--- src/rtl/dvr_pkg.sv ---
package dvr_pkg;
  localparam int REG_W   = 32;
  localparam int NUM_CTR = 4;
  localparam int FLD_W   = REG_W / NUM_CTR;
  localparam int HALF_W  = REG_W / 2;

  typedef enum logic {
    VIEW_CTR = 1'b0,
    VIEW_CMD = 1'b1
  } view_e;

  function automatic logic [FLD_W:0] dvr_step(input logic [FLD_W-1:0] fld);
    return {1'b0, fld} + {{FLD_W{1'b0}}, 1'b1};
  endfunction

  function automatic logic [HALF_W-1:0] dvr_row(input logic [REG_W-1:0] w);
    return w[REG_W-1:HALF_W];
  endfunction

  function automatic logic [HALF_W-1:0] dvr_col(input logic [REG_W-1:0] w);
    return w[HALF_W-1:0];
  endfunction
endpackage

--- src/rtl/dvr_regfile.sv ---
module dvr_regfile
  import dvr_pkg::*;
#(
  parameter int ADDR_W = 8
) (
  input  logic              clk,
  input  logic              rst_n,
  input  logic              bus_wr,
  input  logic [ADDR_W-1:0] bus_addr,
  input  logic [REG_W-1:0]  bus_wdata,
  output logic [REG_W-1:0]  bus_rdata,
  output logic [REG_W-1:0]  ctrl_word,
  output logic              wr_hit
);
  logic addr_hit;

  assign addr_hit = (bus_addr == '0);
  assign wr_hit   = bus_wr && addr_hit;

  always_ff @(posedge clk) begin
    if (!rst_n)      ctrl_word <= '0;
    else if (wr_hit) ctrl_word <= bus_wdata;
  end

  assign bus_rdata = addr_hit ? ctrl_word : '0;
endmodule

--- src/rtl/dvr_ctr_bank.sv ---
module dvr_ctr_bank
  import dvr_pkg::*;
#(
  parameter int CNT_W = 32
) (
  input  logic                     clk,
  input  logic                     rst_n,
  input  logic                     run,
  input  logic [REG_W-1:0]         ctrl_word,
  output logic [NUM_CTR*CNT_W-1:0] cnt_flat
);
  localparam int PAD_W = CNT_W - FLD_W - 1;

  for (genvar k = 0; k < NUM_CTR; k++) begin : g_lane
    logic [FLD_W-1:0] fld;
    logic [FLD_W:0]   step;
    logic [CNT_W-1:0] cnt_q;

    assign fld  = ctrl_word[k*FLD_W +: FLD_W];
    assign step = dvr_step(fld);

    always_ff @(posedge clk) begin
      if (!rst_n)   cnt_q <= '0;
      else if (run) cnt_q <= cnt_q + {{PAD_W{1'b0}}, step};
    end

    assign cnt_flat[k*CNT_W +: CNT_W] = cnt_q;
  end
endmodule

--- src/rtl/dvr_cmd_out.sv ---
module dvr_cmd_out
  import dvr_pkg::*;
(
  input  logic              clk,
  input  logic              rst_n,
  input  logic              fire,
  input  logic [REG_W-1:0]  ctrl_word,
  output logic              cmd_valid,
  output logic [HALF_W-1:0] cmd_row,
  output logic [HALF_W-1:0] cmd_col
);
  always_ff @(posedge clk) begin
    if (!rst_n) begin
      cmd_valid <= 1'b0;
      cmd_row   <= '0;
      cmd_col   <= '0;
    end else begin
      cmd_valid <= fire;
      if (fire) begin
        cmd_row <= dvr_row(ctrl_word);
        cmd_col <= dvr_col(ctrl_word);
      end
    end
  end
endmodule

--- src/rtl/dual_view_ctrl.sv ---
module dual_view_ctrl
  import dvr_pkg::*;
#(
  parameter int CNT_W  = 32,
  parameter int ADDR_W = 8
) (
  input  logic                     clk,
  input  logic                     rst_n,
  input  logic                     mode_b,
  input  logic                     bus_wr,
  input  logic [ADDR_W-1:0]        bus_addr,
  input  logic [REG_W-1:0]         bus_wdata,
  output logic [REG_W-1:0]         bus_rdata,
  input  logic                     start,
  output logic                     cmd_valid,
  output logic [HALF_W-1:0]        cmd_row,
  output logic [HALF_W-1:0]        cmd_col,
  output logic [NUM_CTR*CNT_W-1:0] cnt_flat
);
  view_e            view;
  logic [REG_W-1:0] ctrl_word;
  logic             wr_hit;
  logic             ctr_run;
  logic             cmd_fire;

  assign view     = view_e'(mode_b);
  assign ctr_run  = (view == VIEW_CTR);
  assign cmd_fire = (view == VIEW_CMD) && start;

  dvr_regfile #(.ADDR_W(ADDR_W)) u_regs (
    .clk(clk), .rst_n(rst_n), .bus_wr(bus_wr), .bus_addr(bus_addr),
    .bus_wdata(bus_wdata), .bus_rdata(bus_rdata),
    .ctrl_word(ctrl_word), .wr_hit(wr_hit)
  );

  dvr_ctr_bank #(.CNT_W(CNT_W)) u_ctrs (
    .clk(clk), .rst_n(rst_n), .run(ctr_run),
    .ctrl_word(ctrl_word), .cnt_flat(cnt_flat)
  );

  dvr_cmd_out u_cmd (
    .clk(clk), .rst_n(rst_n), .fire(cmd_fire), .ctrl_word(ctrl_word),
    .cmd_valid(cmd_valid), .cmd_row(cmd_row), .cmd_col(cmd_col)
  );
endmodule

--- config.mk ---
export PLATFORM = sky130hd
export DESIGN_NAME = dual_view_ctrl
export DESIGN_NICKNAME = d
export VERILOG_FILES = /design/src/rtl/dvr_pkg.sv /design/src/rtl/dvr_regfile.sv /design/src/rtl/dvr_ctr_bank.sv /design/src/rtl/dvr_cmd_out.sv /design/src/rtl/dual_view_ctrl.sv
export SDC_FILE = /design/constraint.sdc
export NUM_CORES = 1
export LEC_CHECK = 0
export ABC_CLOCK_PERIOD_IN_PS = 5500
export BUFFER_PORTS_ARGS = -buffer_cell sky130_fd_sc_hd__buf_2
export CORE_UTILIZATION = 58
export DETAILED_ROUTE_END_ITERATION = 12
export PLACE_DENSITY = 0.86
export SYNTH_ARGS = -nofsm -noshare
export SYNTH_HDL_FRONTEND = slang
export SYNTH_HIERARCHICAL = 1
export SYNTH_SLANG_ARGS = --single-unit
--- constraint.sdc ---
create_clock -name clk -period 5.5 [get_ports clk]
set_input_delay 0.275 -clock clk [delete_from_list [all_inputs] [get_ports clk]]
set_output_delay 0.275 -clock clk [all_outputs]
set_load 0.05 [all_outputs]
==> run metrics <==
status=complete, no violations; FF-to-FF Start=u_regs/ctrl_word[24]$_SDFFE_PN0P_; die width=around 130 um; CTS resizes=0; worst-case clock buffer depth=2; core area=roughly 16000 sq um; fmax=roughly 0.38 GHz; CP max stage delay=0.48 ns; Startpoint Class=flop; met2 Use GR=between 40% and 50%; total die area=between 15000 and 20000 sq um; clock slew at reported path FFs=0.07 ns; Max VDD drop=~0.23 mV; share of layout cells above drive strength 1=between 20% and 30%; DRC viols=0; IO Count=~240; Starting Density=about three fifths; RSZ-0062 raised after global routing=no; hold_ws=0.0888 ns; Hold Crit Class=in2reg; syn nets=1164; slew margin rel.=between 20% and 30%; Synth area leader=dfxtp_1; CP max-delay cell=nor4_1; final WL=23700 um; CTS tree=built; TritonCTS buffer count=17; maximum fanout along the worst path=4; worst slew pin tran=between 1 and 1.5 ns; M1 GR Usage=34.5%; largest family of logic cells by synthesized area=simple AND/OR/NAND/NOR gates; n_diodes=0; WS Path Type=reg2reg; Main synth FF type=dfxtp_1; skew final=0.0127 ns; FF-to-FF path depth=10; # setup viols final=0; most common cell after layout, fill and taps aside=buf_2; Seq/Total Area, Yosys=about two fifths; largest cells by area after synthesis=dfxtp_1 40%, mux2i_1 9.1%, xor2_1 5.3%, nor2_1 4.7%, nand2_1 4.3%; pre-CTS setup slack=2.83 ns; hold endpoint=u_regs/ctrl_word[15]$_SDFFE_PN0P_; post-route setup slack=~2.8 ns; H-tree depth=4; postcts setup bufs=0; number of synthesized flops with an enable pin=0; number of fill cells=1260; share of synthesized registers carrying an async set or reset=0%; Post-Synth Simple-Gate Area=22.8%; dpl cells=1491; Largest delay share family, worst path=simple AND/OR/NAND/NOR gates; worst reg2reg path endpoint=u_ctrs/g_lane[3].cnt_q[30]$_SDFFE_PN0P_; clock sink count=193; flops & latches, synth=193; hold path startpoint=bus_wdata[15]; Final period util=between 40% and 50%; dpl hpwl=~17000 um; vias in the first global route=~7400; PD cells=between 200 and 250 nW/um^2; R2R Setup Slk=2.84 ns; leak pwr=between 0.005 and 0.006 uW; most frequent CP cell=inv_1; setup_tns=0 ns; adder-cell share of the synthesized area=between 4 and 5%; Cell Area, Placed=roughly 11000 sq um; grt met3 use=6.62%; Crit path arrival time=approximately 3.0 ns; commonest cells after routing, fill and taps aside=236 x buf_2, 193 x dfxtp_1, 120 x nor2_1, 111 x nand2_1, 88 x mux2i_1; Hold Vio Cnt, Final=0; Avg Vias per Cell=around 5.6; total gr overflow=0; Routed Antenna Nets=0; Via Count=between 8000 and 9000; Clock Latency Late Sink=0.43 ns; Area growth syn-to-layout=18.6%; CTS Hold Bufs=0; post-synthesis compound-gate area fraction=10.9%; initial antenna violation count=0; worst path required time=approximately 6 ns; largest net degree at the start of global routing=between 70 and 80; Cell Rows=46; synth unique cells=60; 1st-iter DRT viols=around 600; post-layout instance area=roughly 11000 sq um; cell count along the critical path=10; Final Net Count=roughly 1400; Post-Synth XOR/XNOR Area=around 8.3%; crit path capture type=flop; first-pass GRT wire length=about 37000 um; Period minus WS final=between 2 and 3 ns; Tot GR Track Use=between 20 and 30%; WP buf/inv=2; Die Ht=around 130 um; Synth Cell Area=9660 sq um; max-capacitance violation count=0; hold path cells=3; IO Port Bufs=237; YS warnings=6; Most Used Layer, Global Route=met2; routed len/inst=15.6 um; post-synthesis mux area share=9.12%; post-synth top area share=between 40% and 50%; syn avg cell area=just under 9 sq um; Mapped Cells=roughly 1100; final slew viol count=0; Final Wtd Congestion=between 0.8 and 0.9; drt first pass iters=7; Finished Layout Cells=about 1500; root buf cell=clkbuf_16; CP cell instances=inv_1 > ha_1 > inv_1 > fa_1 > a211oi_1 > o211ai_1 > nand3_1 > nor4_1 > or4b_1 > o21ai_0
==> flip-flops by register name, summed over array words and instances, names as in the netlist <==
signal               count
u_ctrs/g_lane.cnt_q    128
u_cmd/cmd_valid          1
u_regs/ctrl_word        32
u_cmd/cmd_col           16
u_cmd/cmd_row           16
==> per-stage QoR <==
step                      power [uW]  utilization [%]
after global placement          1580             67.7
after CTS                       2800             71.3
after detailed placement        1580             67.7
after global routing            2870             71.3
final                           2780             71.3
after floorplan                 1550                -
==> cell type report <==
cell class	count	area [sq um]	share of cell area [%]
clock buffers	23	478	4.17
well taps	216	270	2.36
clock inverters	8	101	0.885
inverters	24	91.3	0.797
repair buffers	242	1230	10.7
flip-flops and latches	193	3860	33.7
multi-input cells	816	5430	47.4
==> per-layer routing <==
metal / routed length, um / share of wire [%] / up-vias
met1: 10700 / 45 / 4027
met4: 291 / 1.2 / 0
met5: 0 / 0 / -
li1: - / - / 4172
met2: 11400 / 48 / 273
met3: 1410 / 5.9 / 29
==> synthesized netlist by cell type (16+ instances only) <==
cell,count
dfxtp_1,193
nor2_1,121
nand2_1,111
mux2i_1,88
xor2_1,59
and2_1,43
nor2b_1,39
clkbuf_1,38
a21oi_1,37
xnor2_1,33
ha_1,32
nand3_1,30
o21ai_0,28
inv_1,24
nand4_1,19
o211ai_1,18
and3_1,16
==> power breakdown <==
part	internal [uW]	leakage (uW)	switching, uW
Clock	706	0.000288	522
Sequential	1400	0.00156	6.75
Combinational	47.4	0.00334	95.2
Total	2160	0.00519	624
==> kinds of logic (layout without fill, tap and decap cells) <==
kind of cell,after synthesis,after routing
simple gates,442,442
flops,193,193
compound gates,158,158
xor+xnor,92,92
mux,88,88
buf+inv,74,297
fa+ha+maj,36,36
==> how the worst max path moves through the flow <==
stage	from	endpoint	slack [ns]
after global placement	mode_b	u_ctrs/g_lane[0].cnt_q[21]$_SDFFE_PN0P_	2.91
after global routing	u_regs/ctrl_word[1]$_SDFFE_PN0P_	u_ctrs/g_lane[0].cnt_q[21]$_SDFFE_PN0P_	2.47
after detailed placement	mode_b	u_ctrs/g_lane[0].cnt_q[21]$_SDFFE_PN0P_	2.83
after floorplan	u_ctrs/g_lane[2].cnt_q[0]$_SDFFE_PN0P_	u_ctrs/g_lane[2].cnt_q[18]$_SDFFE_PN0P_	2.91
after CTS	bus_addr[1]	bus_rdata[29]	2.88
final	u_regs/ctrl_word[24]$_SDFFE_PN0P_	u_ctrs/g_lane[3].cnt_q[30]$_SDFFE_PN0P_	2.84
==> worst min-delay path, cell delays in order <==
cell and delay (ns):
buf_2 0.10, nand2_1 0.04, mux2i_1 0.05
(Power assumes the default switching activity.)
